`src/rtl/dbg_evt_qual.sv`:
```
module dbg_evt_qual #(
  parameter int AW = 32
) (
  input  logic          clk,
  input  logic          rst_n,
  input  logic          retire_vld,
  input  logic          ia1_hit,
  input  logic          ia3_hit,
  input  logic          da1_hit,
  input  logic          da2_hit,
  input  logic          trap_met,
  input  logic          br_taken,
  input  logic          en_ia1,
  input  logic          en_ia3,
  input  logic          en_da1,
  input  logic          en_da2,
  input  logic          en_trap,
  input  logic          en_br,
  input  logic          lnk_da1,
  input  logic          lnk_da2,
  input  logic          da2_mask,
  input  logic          dbg_mode,
  input  logic          ext_dbg,
  input  logic          mw_intr,
  input  logic          int_taken,
  input  logic [AW-1:0] insn_addr,
  input  logic [5:0]    clr_w1c,
  output logic [5:0]    status,
  output logic [5:0]    cnt_evt,
  output logic [AW-1:0] save_addr
);

  logic       lk1, lk2, brt_ok;
  logic [5:0] raw, ena, set_v;

  assign lk1    = lnk_da1;
  assign lk2    = lnk_da2 & ~da2_mask;
  assign brt_ok = br_taken & (dbg_mode | ext_dbg);

  assign raw = {brt_ok,
                trap_met,
                lk2 ? (da2_hit & ia3_hit & ~mw_intr) : da2_hit,
                lk1 ? (da1_hit & ia1_hit & ~mw_intr) : da1_hit,
                ia3_hit,
                ia1_hit};

  assign ena = {en_br, en_trap, en_da2, en_da1, en_ia3 & ~lk2, en_ia1 & ~lk1};

  assign set_v = retire_vld ? (raw & ena) : 6'b0;

  always_ff @(posedge clk or negedge rst_n) begin
    if (!rst_n) begin
      status    <= '0;
      cnt_evt   <= '0;
      save_addr <= '0;
    end else begin
      status  <= (status & ~clr_w1c) | set_v;
      cnt_evt <= retire_vld ? raw : 6'b0;
      if (set_v[5] && int_taken)
        save_addr <= insn_addr;
    end
  end


  cnt_idle_chk: assert property (@(posedge clk) disable iff (!rst_n)
    !retire_vld |=> cnt_evt == 6'b0);


  ia1_link_hidden_chk: assert property (@(posedge clk) disable iff (!rst_n)
    (retire_vld && lnk_da1 && !status[0]) |=> !status[0]);


  ia3_link_hidden_chk: assert property (@(posedge clk) disable iff (!rst_n)
    (retire_vld && lnk_da2 && !da2_mask && !status[1]) |=> !status[1]);


  mw_suppress_chk: assert property (@(posedge clk) disable iff (!rst_n)
    (retire_vld && lnk_da1 && mw_intr) |=> !cnt_evt[2]);


  ia_count_chk: assert property (@(posedge clk) disable iff (!rst_n)
    (retire_vld && ia1_hit) |=> cnt_evt[0]);


  trap_set_chk: assert property (@(posedge clk) disable iff (!rst_n)
    (retire_vld && trap_met && en_trap) |=> status[4]);


  brt_mode_chk: assert property (@(posedge clk) disable iff (!rst_n)
    (retire_vld && !dbg_mode && !ext_dbg && !status[5]) |=> (!status[5] && !cnt_evt[5]));


  save_hold_chk: assert property (@(posedge clk) disable iff (!rst_n)
    !(retire_vld && int_taken) |=> $stable(save_addr));


  sticky_chk: assert property (@(posedge clk) disable iff (!rst_n)
    !retire_vld |=> status == ($past(status) & ~$past(clr_w1c)));

endmodule

```
`config.mk`:
```
export PLATFORM = sky130hd
export DESIGN_NAME = dbg_evt_qual
export DESIGN_NICKNAME = d
export VERILOG_FILES = /design/src/rtl/dbg_evt_qual.sv
export SDC_FILE = /design/constraint.sdc
export NUM_CORES = 1
export LEC_CHECK = 0
export BUFFER_PORTS_ARGS = -buffer_cell sky130_fd_sc_hd__buf_2
export CORE_UTILIZATION = 40
export CTS_BUF_LIST = sky130_fd_sc_hd__clkbuf_2 sky130_fd_sc_hd__clkbuf_4 sky130_fd_sc_hd__clkbuf_8
export CTS_CLUSTER_DIAMETER = 120
export DETAILED_ROUTE_END_ITERATION = 12
export PLACE_DENSITY_LB_ADDON = 0.3
export SLEW_MARGIN = 15
export SYNTH_ARGS = -nofsm -noshare
export SYNTH_HDL_FRONTEND = slang
export SYNTH_SLANG_ARGS = --single-unit
```
`constraint.sdc`:
```
create_clock -name clk -period 0.8 [get_ports clk]
set_input_delay 0.08 -clock clk [delete_from_list [all_inputs] [get_ports clk]]
set_output_delay 0.08 -clock clk [all_outputs]
set_load 0.05 [all_outputs]
```
==> results.cfg <==
[synth]
syn-mean-instance-area_um2 = 16.77
synth_top_family_by_area = multiplexers
synth_nets = 166
synth_cells = 106
yosysWarningCount = 0
yosys-mux-area-fraction_pct = 26.60
synth_compound_area_share_pct = 3.941
synth_xor_area_share_pct = 0
ys_seq_area_share_pct = 61.93
synth_cell_types = 16
synth_seq_cells = 44
yosys.area_share.simple_pct = 4.363
syn_area_um2 = 1778
synth_fa_ha_area_share_pct = 0

[drt]
ant_nets = 0
totalWireLength_mm = 4.515
firstDrtPassIters = 3
vias = 1415
routed_wire_length_per_instance_um = 14.61
drc_errors = 0
via_per_inst = 4.579
drt_first_iter_violations = 63

[worst_setup_path]
reg2reg_from = save_addr[28]$_DFFE_PN0P_
crit_family = flip-flops
crit_path_max_fanout = 2
reg2reg_to = save_addr[28]$_DFFE_PN0P_
path_cells = buf_6
crit_path_end = save_addr[14]
crit_path_start = save_addr[14]$_DFFE_PN0P_
worst_path_largest_cell_delay_ns = 0.41
crit_path_start_kind = flop
worstSetupEndpointType = output pin
path_depth = 1
rr_worst_depth = 2
cp.required_ns = 0.72
r2r_setup_slack_ns = -0.11
worstPathArrival_ns = 0.88
cp_num_buf_inv = 1
cpMaxStageDelayCell = dfrtp_1
path_class = flop to output pin

[layout]
diodes = 0
fillCellCount = 227
syn_to_final_growth_pct = 83.88
multi_input_area_um2 = 624.3
seq_area_um2 = 1111
nNetsFinal = 318
fin_cells = 309
layout-drive-gt1-share_pct = 71.04

[timing]
tightest_slew_ns = 0.2370
finalCritPeriodShare_pct = 119.4
setup_viol = 76
fmaxAchievable_mhz = 1047
setup_slack_ns = -0.1556
max_slew_margin_pct = 84.20
hold_viol = 1
min_period_ns = 0.9556
rsz0062_at_grt = true
whs_ns = -0.009972
slew_viol_final = 0
finClkSkew_ns = 0

[power]
p_seq_share_pct = 34.1
peakVddDrop_v = 0.001564
intPower_mw = 5.632
p_per_area_nw_per_um2 = 2686
p_clk_share_pct = 21.0
combPwrFrac_pct = 44.9
power.share.switching_pct = 35.86
power.net_switching_mw = 3.149
power_mw = 8.781
p_leak_nw = 1.743

[placed_design]
dp_cells = 264
routabilityCongestion = 0.7070
io_buffers = 103
post-dp-hpwl_mm = 2.648

[floorplan]
core_um2 = 4144
io-pin-count = 104
rows = 23
die_h_um = 68.67
die_area_um2 = 4716
start_util_pct = 42.90
die_w_um = 68.67

[clock_tree]
cts.sinks = 44
clk_pin_slew_ns = 0.08
cts_tree = built
root_buffer = clkbuf_8
clockBufferDepth = 2
cts_buffers = 5
clk_latency_ns = 0.29
htree_levels = 2

[global_routing]
grt_overflow = 0
grt_pass1_vias = 1379
grt_pass1_wl_mm = 6.313
gr-usage-all-layers_pct = 19.09
grt_max_degree = 45
antenna_found_initial = 0

[run]
drv_cap = 0

[run_status]
status = finished, violations left
failed_checks = hold timing, setup timing

[worst_hold_path]
hold_class = primary input to flop
==> flip-flops by register name, summed over array words and instances (netlist names) <==
signal     cells
cnt_evt        6
status         6
save_addr     32
==> cell type report <==
| cell class | instances | share of cell area [%] |
|---|---|---|
| Timing Repair Buffer | 148 | 40.45 |
| Sequential cell | 44 | 33.98 |
| Multi-Input combinational cell | 53 | 19.10 |
| Clock buffer | 7 | 2.947 |
| Tap cell | 50 | 1.914 |
| Clock inverter | 1 | 0.9185 |
| Inverter | 6 | 0.6889 |
==> how the worst min path moves through the flow <==
stage / slack [ns] / from / cells after the start / end
finish: -0.01 / lnk_da1 / 2 / cnt_evt[2]$_DFF_PN0_
global route: -0.004 / lnk_da1 / 2 / cnt_evt[2]$_DFF_PN0_
CTS: -0.02 / lnk_da1 / 2 / cnt_evt[2]$_DFF_PN0_
detailed placement: 0.07 / rst_n / 2 / save_addr[15]$_DFFE_PN0P_
global placement: 0.07 / rst_n / 2 / save_addr[10]$_DFFE_PN0P_
floorplan: -0.22 / rst_n / 0 / cnt_evt[0]$_DFF_PN0_
==> stage by stage <==
stage,TNS [ns],cell area [µm²],setup slack [ns],utilization (%)
2_1_floorplan,-6.439,1799,-0.2033,-
3_3_place_gp,-11.02,2455,-0.3512,59.24
5_1_grt,-10.82,3269,-0.1977,78.89
6_report,-8.641,3269,-0.1556,78.89
3_5_place_dp,-11.25,2455,-0.3700,59.24
4_1_cts,-8.682,3141,-0.1658,75.79
==> logic make-up after synthesis <==
group,count (synthesis)
compound gates,9
buf+inv,9
simple gates,12
flops,44
mux,32
==> Yosys cell counts, drive strengths merged <==
cell / n / area [µm²]
dfrtp: 44 / 1101
mux2: 32 / 473.0
inv: 6 / 22.52
nand2: 4 / 15.01
a22o: 3 / 26.28
and2: 3 / 18.77
buf: 3 / 33.78
a21oi: 2 / 10.01
nand2b: 2 / 12.51
o21ai: 2 / 10.01
nand3: 1 / 17.52
nand3b: 1 / 7.510
nor2b: 1 / 6.260
o211a: 1 / 17.52
o22ai: 1 / 6.260
==> repair_timing <==
item / CTS / global route
gates cloned: 2 / 0
setup endpoints to repair: 74 / 76
hold buffers: 7 / 7
setup buffers: 16 / 6
hold endpoints to repair: 51 / 8
gates resized for setup: 93 / 9
==> power groups by stage <==
stage,clock [mW],combinational [mW],sequential (mW)
after floorplan,0,0.628,4.43
after global placement,0,2.87,2.91
after detailed placement,0,2.91,2.91
after CTS,1.89,3.75,2.97
after global routing,2.01,4.11,3.05
final,1.84,3.94,2.99
==> routing by layer <==
layer	GRT usage, %	routed length (µm)	up-vias
met5	0	0	-
met4	7.031	55	0
met3	7.566	366	5
met2	32.48	2359	67
met1	21.44	1734	676
li1	-	-	667
==> layout by cell type (no fill, tap or decap), types with 2 or more instances in the layout <==
master and instances:
dfrtp_1 36, nand2b_1 2, buf_12 7, nand2_1 4
buf_2 55, a21oi_1 2, buf_6 55, inv_1 6
buf_4 16, a22o_1 3, mux2_4 31, dfrtp_2 8
o21ai_0 2, dlygate4sd3_1 14, clkbuf_8 7, and2_1 3
No activity file was read; power rests on OpenSTA's default activity.
